<file path="config.mk">
export PLATFORM = sky130hd
export DESIGN_NAME = lineerr_pmon
export DESIGN_NICKNAME = d
export VERILOG_FILES = /design/src/rtl/pmon_pkg.sv /design/src/rtl/frame_evt_sel.sv /design/src/rtl/parity_chk.sv /design/src/rtl/sat_counter.sv /design/src/rtl/lineerr_pmon.sv
export SDC_FILE = /design/constraint.sdc
export NUM_CORES = 1
export LEC_CHECK = 0
export ABC_AREA = 1
export BUFFER_PORTS_ARGS = -buffer_cell sky130_fd_sc_hd__buf_2
export CAP_MARGIN = 20
export CORE_MARGIN = 8
export CORE_UTILIZATION = 60
export CTS_CLUSTER_DIAMETER = 50
export DETAILED_ROUTE_END_ITERATION = 8
export PLACE_DENSITY = 0.9
export SYNTH_ARGS = -nofsm -noshare
export SYNTH_HDL_FRONTEND = slang
export SYNTH_SLANG_ARGS = --single-unit
</file>
<file path="constraint.sdc">
create_clock -name clk -period 5.7 [get_ports clk]
set_input_delay 0.57 -clock clk [delete_from_list [all_inputs] [get_ports clk]]
set_output_delay 0.57 -clock clk [all_outputs]
set_load 0.01 [all_outputs]
</file>
<file path="src/rtl/pmon_pkg.sv">
package pmon_pkg;
  typedef enum logic [1:0] {
    SEL_LOF    = 2'b00,
    SEL_BOTH   = 2'b01,
    SEL_NARROW = 2'b10,
    SEL_ALT    = 2'b11
  } fe_sel_e;
endpackage

</file>
<file path="src/rtl/frame_evt_sel.sv">
module frame_evt_sel
  import pmon_pkg::*;
#(
  parameter int FAS_W = 4,
  parameter int INC_W = FAS_W + 1
) (
  input  logic             mode_e3,
  input  logic [1:0]       cnt_sel,
  input  logic             count_in_lof,
  input  logic             lof_active,
  input  logic             lof_onset,
  input  logic             fbit_err,
  input  logic             mbit_err,
  input  logic [FAS_W-1:0] fas_bit_errs,
  input  logic             fas_word_err,
  output logic [INC_W-1:0] inc
);
  fe_sel_e          sel;
  logic [INC_W-1:0] raw;
  logic             muted;

  assign sel = fe_sel_e'(cnt_sel);

  always_comb begin
    raw = '0;
    unique case (sel)
      SEL_LOF:    raw = INC_W'(lof_onset);
      SEL_BOTH:   raw = mode_e3 ? INC_W'(fas_bit_errs)
                                : INC_W'(fbit_err) + INC_W'(mbit_err);
      SEL_NARROW: raw = mode_e3 ? INC_W'(fas_word_err) : INC_W'(fbit_err);
      SEL_ALT:    raw = mode_e3 ? '0 : INC_W'(mbit_err);
      default:    raw = '0;
    endcase
  end

  // loss-of-frame onsets are never muted; error sources are muted by the flag
  assign muted = (sel != SEL_LOF) && lof_active && !count_in_lof;
  assign inc   = muted ? '0 : raw;
endmodule

</file>
<file path="src/rtl/parity_chk.sv">
module parity_chk (
  input  logic mode_e3,
  input  logic count_in_lof,
  input  logic lof_active,
  input  logic par_valid,
  input  logic par_rx_a,
  input  logic par_rx_b,
  input  logic par_calc,
  output logic par_err
);
  logic mismatch;
  logic allowed;

  assign mismatch = (par_rx_a ^ par_rx_b) | (par_rx_a ^ par_calc);
  assign allowed  = !mode_e3 && !(lof_active && !count_in_lof);
  assign par_err  = par_valid && allowed && mismatch;
endmodule

</file>
<file path="src/rtl/sat_counter.sv">
module sat_counter #(
  parameter int CNT_W = 16,
  parameter int INC_W = 5
) (
  input  logic             clk,
  input  logic             rst_n,
  input  logic [INC_W-1:0] inc,
  input  logic             latch,
  output logic [CNT_W-1:0] cnt_o,
  output logic [CNT_W-1:0] hold_o
);
  localparam int SUM_W = CNT_W + 1;
  localparam logic [CNT_W-1:0] CNT_MAX = '1;

  logic [CNT_W-1:0] cnt_q, cnt_d, base;
  logic [CNT_W-1:0] hold_q, hold_d;
  logic [SUM_W-1:0] sum;
  logic             cnt_en, hold_en;

  always_comb begin
    base    = latch ? '0 : cnt_q;
    sum     = {1'b0, base} + SUM_W'(inc);
    cnt_d   = sum[CNT_W] ? CNT_MAX : sum[CNT_W-1:0];
    cnt_en  = latch || (inc != '0);
    hold_d  = cnt_q;
    hold_en = latch;
  end

  always_ff @(posedge clk or negedge rst_n) begin
    if (!rst_n) begin
      cnt_q  <= '0;
      hold_q <= '0;
    end else begin
      if (cnt_en)  cnt_q  <= cnt_d;
      if (hold_en) hold_q <= hold_d;
    end
  end

  assign cnt_o  = cnt_q;
  assign hold_o = hold_q;
endmodule

</file>
<file path="src/rtl/lineerr_pmon.sv">
module lineerr_pmon #(
  parameter int CNT_W = 16,
  parameter int FAS_W = 4
) (
  input  logic             clk,
  input  logic             rst_n,
  input  logic             mode_e3,
  input  logic [1:0]       cnt_sel,
  input  logic             count_in_lof,
  input  logic             lof_active,
  input  logic             lof_onset,
  input  logic             fbit_err,
  input  logic             mbit_err,
  input  logic [FAS_W-1:0] fas_bit_errs,
  input  logic             fas_word_err,
  input  logic             par_valid,
  input  logic             par_rx_a,
  input  logic             par_rx_b,
  input  logic             par_calc,
  input  logic             latch_clr,
  output logic [CNT_W-1:0] frm_hold,
  output logic [CNT_W-1:0] par_hold
);
  localparam int FRM_INC_W = FAS_W + 1;
  localparam int SYNC_D    = 2;

  logic [SYNC_D-1:0]     rst_sync_q;
  logic                  rst_sync_n;
  logic [FRM_INC_W-1:0]  frm_inc;
  logic                  par_err;
  logic [CNT_W-1:0]      frm_live;
  logic [CNT_W-1:0]      par_live;

  // reset: asserted at once, released after SYNC_D clock edges
  always_ff @(posedge clk or negedge rst_n) begin
    if (!rst_n) rst_sync_q <= '0;
    else        rst_sync_q <= {rst_sync_q[SYNC_D-2:0], 1'b1};
  end
  assign rst_sync_n = rst_sync_q[SYNC_D-1];

  frame_evt_sel #(.FAS_W(FAS_W), .INC_W(FRM_INC_W)) u_fsel (
    .mode_e3      (mode_e3),
    .cnt_sel      (cnt_sel),
    .count_in_lof (count_in_lof),
    .lof_active   (lof_active),
    .lof_onset    (lof_onset),
    .fbit_err     (fbit_err),
    .mbit_err     (mbit_err),
    .fas_bit_errs (fas_bit_errs),
    .fas_word_err (fas_word_err),
    .inc          (frm_inc)
  );

  parity_chk u_pchk (
    .mode_e3      (mode_e3),
    .count_in_lof (count_in_lof),
    .lof_active   (lof_active),
    .par_valid    (par_valid),
    .par_rx_a     (par_rx_a),
    .par_rx_b     (par_rx_b),
    .par_calc     (par_calc),
    .par_err      (par_err)
  );

  sat_counter #(.CNT_W(CNT_W), .INC_W(FRM_INC_W)) u_frm_cnt (
    .clk    (clk),
    .rst_n  (rst_sync_n),
    .inc    (frm_inc),
    .latch  (latch_clr),
    .cnt_o  (frm_live),
    .hold_o (frm_hold)
  );

  sat_counter #(.CNT_W(CNT_W), .INC_W(1)) u_par_cnt (
    .clk    (clk),
    .rst_n  (rst_sync_n),
    .inc    (par_err),
    .latch  (latch_clr),
    .cnt_o  (par_live),
    .hold_o (par_hold)
  );
endmodule

</file>
==> impl_results.md, run 1 <==
* Drt pass-1 iters at 6
* Min Tclk post-route at around 3200 ps
* Setup ws final at 2490 ps
* Nets at roughly 620
* Final WL at 9070 um
* Area of the multi-input gates at between 1500 and 2000 um^2
* Placed cells at 659
* Startpoint Class: input port
* Iteration-0 DRC Markers at around 360
* Commonest non-fill, non-tap cell in the layout: nand2_1
* Mean post-synth cell area at between 7 and 8 um^2
* Worst-Skew Late Latency at between 300 and 400 ps
* Ant diodes at 0
* Core ar. at between 6000 and 7000 um^2
* Xor-xnor portion of the synthesized cell area at 0.0201
* Share of layout cells above drive strength 1 at 0.132
* Final instance count without filler cells at a little under 700
* Antenna-violating nets left at 0
* Worst Path Required at slightly below 6000 ps
* Maximum VDD drop at 0.199 mV
* Num rows at 29
* Slew Limit Fails at 0
* Synth Area in Compound Gates at 0.0654
* DP Worst Slack at 2180 ps
* CTS sink cnt at 66
* Hold Vio Cnt, Final at 0
* Syn Inst Count at 550
* Remaining Overflow, GRT at 0
* Tightest Pin Transition at around 850 ps
* Root Buffer: clkbuf_8
* Cts hold-fix bufs at 1
* Postcts setup bufs at 0
* Sequential cell area at 1650 um^2
* Starting Density at 0.618
* Final setup viols at 0
* CTS H-tree depth at 3
* DP HPWL at about 6000 um
* Synth cell types at 31
* CTS tree: built
* Via-per-instance ratio at approximately 5.4
* Crit Path Class: input port to flop
* Initial antenna violation count at 0
* Fin Setup TNS at 0 ps
* Main area contributors after synthesis: dfrtp_1 (42%), nand2_1 (18%), nand3_1 (8.0%)
* Ys flop type: dfrtp_1
* Maxcap violations at 0
* Status: finished clean
* Top fanout value on the critical path at 15
* Clock-pin slew on the worst setup and hold paths at about 80 ps
* Tightest Hold Check Type: flop to flop
* Full die area at between 9000 and 10000 um^2
* Largest net degree at the start of global routing at 88
* Leak at around 0.0024 uW
* Final period utilization at 0.563
* Ys async rst share at 1.00
* TritonCTS Buffers at 9
* Synthesized area at 3920 um^2
* Synth Area in Simple Gates at 0.362
* Sequential cell area fraction in the yosys report at 0.421
* Final clock skew at 11.1 ps
* Worst endpoint data arrival time at ~3400 ps
* Fill cell count at 518
* Hold WS at 357 ps
* Die Span X at 96.8 um
* Post-Synth Adder-Cell Area at 0.0274
* Post-Syn Nets at ~580
* CTS Buffer Depth at 2
* Overall power at between 1000 and 1500 uW
* Die height at between 90 and 100 um
* Most frequent cells in the layout: nand2_1 (183), inv_1 (66), dfrtp_1 (65)
* Fmax at 311 MHz
* RSZ-0062 raised after global routing: false
* Largest family of logic cells by synthesized area: simple AND/OR/NAND/NOR gates
* Vias in the first global route at 3590
* Global-route wire length before repair at between 15000 and 20000 um
* Residual DRC at 0
* Max_slew headroom at 0.431
* Flops & latches, synth at between 60 and 70
* Synth top area share at 0.421
* IO Pins at 52
* Placer Congestion at 0.938
* GRT Total Usage at 0.200
* Via Count at roughly 3600
* EDFF count, synth at 0
* Layout Area Growth over Synthesis at 11.3%
* Mux share of post-synthesis cell area at 0
* Post-CTS sizing at 0
* Synth area leader: dfrtp_1
* Synth Warn # at 0
* Routed len/inst at about 13 um
* Pwr per Cell Area at roughly 250 nW/um^2
* PortBufs at between 50 and 60
* Setup crit end kind: flop
==> critical path: stages <==
cell and delay (ps):
buf_2 110, ha_1 280, nor2_1 100, nor2_1 60, o21ai_0 70, nand3_1 90, nand2_1 350, inv_1 90
ha_1 240, fa_1 400, nand3_1 100, nand3_1 160, nand2_1 190, inv_1 80, nand2_2 260, nand2_1 80
nand2_1 90, o21ai_1 90
==> cells by family (layout without fill, tap and decap cells) <==
group                    Yosys count  in the layout
XOR/XNOR                           9              9
AO/OA/AOI/OAI                     50             50
buffers and inverters             88            136
AND/OR/NAND/NOR                  328            328
flip-flops                        66             66
other                              1              1
adder cells (fa/ha/maj)            8              8
==> layout make-up <==
cell class | instances | area share
well taps | 77 | 0.0221
clock inverters | 2 | 0.0138
flip-flops and latches | 66 | 0.379
repair buffers | 53 | 0.0625
clock buffers | 13 | 0.0364
multi-input cells | 396 | 0.427
inverters | 68 | 0.0596
==> per-layer routing <==
layer | GRT usage | up-vias | share of wire
met4 | 0.0876 | 0 | 0.014
met1 | 0.248 | 1662 | 0.45
met5 | 0 | - | 0
met3 | 0.0597 | 12 | 0.078
li1 | - | 1825 | -
met2 | 0.313 | 134 | 0.46
==> sequential cells by signal, indices dropped and copies added (netlist names) <==
name	cells
u_par_cnt.hold_o	16
u_frm_cnt.hold_o	16
u_par_cnt.cnt_o	16
u_frm_cnt.cnt_o	16
rst_sync_q	2
==> synthesized netlist by cell type, drive strengths merged (2+ instances only) <==
library cell  instances
a21oi                 2
a31oi                 5
buf                  13
clkbuf                7
clkinv                2
dfrtp                66
ha                    7
inv                  66
nand2               184
nand3                65
nand3b                2
nand4                 8
nor2                 67
nor3                  2
o21ai                43
xnor2                 4
xor2                  5
==> stage by stage <==
step	utilization	instance area (um^2)
6_report	0.687	4370
5_1_grt	0.687	4370
4_1_cts	0.687	4370
3_5_place_dp	0.651	4140
3_3_place_gp	0.651	4140
2_1_floorplan	-	3920
==> power by group <==
part / internal, uW / switching (uW) / total (uW)
Clock: 268 / 181 / 449
Sequential: 491 / 12.9 / 504
Combinational: 38.2 / 82.5 / 121
Total: 798 / 276 / 1070
==> final timing paths <==
path	from	to	slack (ps)	cells past startpoint
min reg2reg	rst_sync_q[0]	rst_sync_q[1]	360	0
max reg2reg	u_frm_cnt.cnt_o[0]	u_frm_cnt.cnt_o[4]	3370	12
min	rst_sync_q[0]	rst_sync_q[1]	360	0
max	fbit_err	u_frm_cnt.cnt_o[4]	2490	18
min in group asynchronous	rst_sync_q[1]	u_frm_cnt.cnt_o[11]	420	1
max in group asynchronous	rst_sync_q[1]	u_par_cnt.hold_o[6]	4740	1
(Power assumes the default switching activity.)
==> run 2: changes to the inputs <==
--- a/config.mk
+++ b/config.mk
@@ -9,10 +9,10 @@
 export BUFFER_PORTS_ARGS = -buffer_cell sky130_fd_sc_hd__buf_2
 export CAP_MARGIN = 20
 export CORE_MARGIN = 8
-export CORE_UTILIZATION = 60
+export CORE_UTILIZATION = 58
 export CTS_CLUSTER_DIAMETER = 50
 export DETAILED_ROUTE_END_ITERATION = 8
-export PLACE_DENSITY = 0.9
+export PLACE_DENSITY = 0.87
 export SYNTH_ARGS = -nofsm -noshare
 export SYNTH_HDL_FRONTEND = slang
 export SYNTH_SLANG_ARGS = --single-unit
==> constraint.sdc (replaced) <==
create_clock -name clk -period 3.2 [get_ports clk]
set_input_delay 0.32 -clock clk [delete_from_list [all_inputs] [get_ports clk]]
set_output_delay 0.32 -clock clk [all_outputs]
set_load 0.01 [all_outputs]
==> impl_results.md, run 2 (synthesis results as in run 1) <==
* Global-route wire length before repair at 16300 um (+2.8%)
* Maximum VDD drop at 0.274 mV (+38%)
* DP Worst Slack at 275 ps (-1900 ps)
* Core ar. at 6680 um^2 (+5.2%)
* Final WL at 9320 um (+2.8%)
* Layout Area Growth over Synthesis at 11.2% (about the same)
* IO Pins at 52 (unchanged)
* Drt pass-1 iters at 5 (-1)
* GRT Total Usage at 0.203 (+0.00353)
* Tightest Pin Transition at 710 ps (-140 ps)
* CTS Buffer Depth at 2 (unchanged)
* RSZ-0062 raised after global routing: false
* CTS sink cnt at 66 (unchanged)
* Share of layout cells above drive strength 1 at 0.142 (+0.0103)
* Fin Setup TNS at 0 ps (unchanged)
* Final instance count without filler cells at 684 (+1.3%)
* Die Span X at 98.2 um (+1.4%)
* Crit Path Class: input port to flop
* Most frequent cells in the layout: nand2_1 (183), inv_1 (66), dfrtp_1 (65)
* Status: finished clean
* Top fanout value on the critical path at 15 (unchanged)
* Via Count at 3756 (+3.4%)
* CTS H-tree depth at 3 (unchanged)
* Die height at 98.2 um (+1.4%)
* Final period utilization at 0.808
* Critical path buffers and inverters at 3 (unchanged)
* Nets at 629 (+1.1%)
* Final setup viols at 0 (unchanged)
* Clock-pin slew on the worst setup and hold paths at 70 ps (about the same)
* Startpoint Class: input port
* Fmax at about 390 MHz
* Num rows at 30 (+3.4%)
* Setup crit end kind: flop
* Starting Density at 0.587 (-0.0306)
* Tightest Hold Check Type: input port to async pin
* Initial antenna violation count at 0 (unchanged)
* Vias in the first global route at 3642 (+1.4%)
* Worst-path cell chain: buf_2, ha_1, nor2_1, nor2_1, o21ai_0, nand3_1, nand2_1, inv_1, ha_1, fa_1, nand3_1, nand3_1, nand2_1, inv_1, nand2_2, nand3_1, nand2_1, nand2_1
* Maxcap violations at 0 (unchanged)
* DP HPWL at 6460 um (+5.6%)
* Ant diodes at 0 (unchanged)
* Routed len/inst at 13.6 um (+1.4%)
* CP peak stage delay at 420 ps (+20 ps)
* Hold WS at 282 ps (-75.0 ps)
* Crit-path slowest cell: fa_1
* Crit path max-delay family: simple AND/OR/NAND/NOR gates
* Setup ws final at 613 ps (-1880 ps)
* Placer Congestion at 0.913 (-2.7%)
* Largest net degree at the start of global routing at 54 (-39%)
* Post-CTS sizing at 0 (unchanged)
* Fill cell count at 581 (+12%)
* Final clock skew at 8.04 ps (-3.02 ps)
* Leak at 0.00236 uW (+0.19%)
* Max_slew headroom at 0.526 (+0.0956)
* Worst endpoint data arrival time at 2830 ps (-590 ps)
* PortBufs at 51 (unchanged)
* Hold Vio Cnt, Final at 0 (unchanged)
* Slew Limit Fails at 0 (unchanged)
* Worst-Skew Late Latency at 340 ps (-20 ps)
* Via-per-instance ratio at 5.49 (+2.0%)
* Worst Path Required at 3440 ps (-2470 ps)
* Root Buffer: clkbuf_8
* Pwr per Cell Area at 397 nW/um^2 (+61%)
* TritonCTS Buffers at 9 (unchanged)
* Antenna-violating nets left at 0 (unchanged)
* Commonest non-fill, non-tap cell in the layout: nand2_1
* Placed cells at 669 (+1.5%)
* Remaining Overflow, GRT at 0 (unchanged)
* CTS tree: built
* Iteration-0 DRC Markers at 243 (-32%)
* Min Tclk post-route at ~2600 ps
* Residual DRC at 0 (unchanged)
* Full die area at 9650 um^2 (+2.9%)
-- run 2: cell types whose count changed in the layout (fill, tap and decap cells not counted) --
cell        before  now
clkbuf_1         2    1
buf_4            1    8
clkbuf_8        11   10
bufinv_16        2    0
clkinvlp_4       0    1
clkinv_2         0    2
-- run 2: path summary, 6_finish.rpt --
kind | start | end | slack [ps] | cells after the start
max | fbit_err | u_frm_cnt.cnt_o[5] | 610 | 18
min | rst_n | rst_sync_q[1] | 280 | 2
max reg2reg | u_frm_cnt.cnt_o[0] | u_frm_cnt.cnt_o[5] | 900 | 12
min reg2reg | rst_sync_q[1] | u_par_cnt.cnt_o[12] | 320 | 0
max in group asynchronous | rst_sync_q[1] | u_frm_cnt.hold_o[9] | 1960 | 1
min in group clk | rst_sync_q[0] | rst_sync_q[1] | 360 | 0
-- run 2: timing repair --
item / CTS / global route
endpoints found under the hold margin: 2 / 0
hold buffers: 1 / 0
setup buffers: 0 / 0
-- run 2: per-stage QoR --
stage,power (uW),utilization,area (um^2)
final,1730,0.653,4360
after global routing,1810,0.653,4360
after CTS,1740,0.653,4360
after detailed placement,1150,0.628,4190
after global placement,1130,0.628,4190
after floorplan,1070,-,3920
-- run 2: final cells by class --
cell class	count	area [um^2]	area share
inverters	68	260	0.0597
repair buffers	60	325	0.0746
multi-input cells	396	1860	0.427
well taps	80	100	0.0229
clock inverters	3	17.5	0.00402
clock buffers	11	141	0.0324
flip-flops and latches	66	1650	0.379
-- run 2: report_power, final --
group	total, uW	switching, uW	internal (uW)
combinational	224	148	76.2
sequential	909	33.3	876
clock	597	306	291
total	1730	487	1240
-- run 2: per-layer routing --
layer  wire length [um]  up-vias  GRT usage
met1               4120     1755      0.254
li1                   -     1825          -
met2               4280      159      0.322
met5                  0        -          0
met4                145        0     0.0933
met3                777       17     0.0512
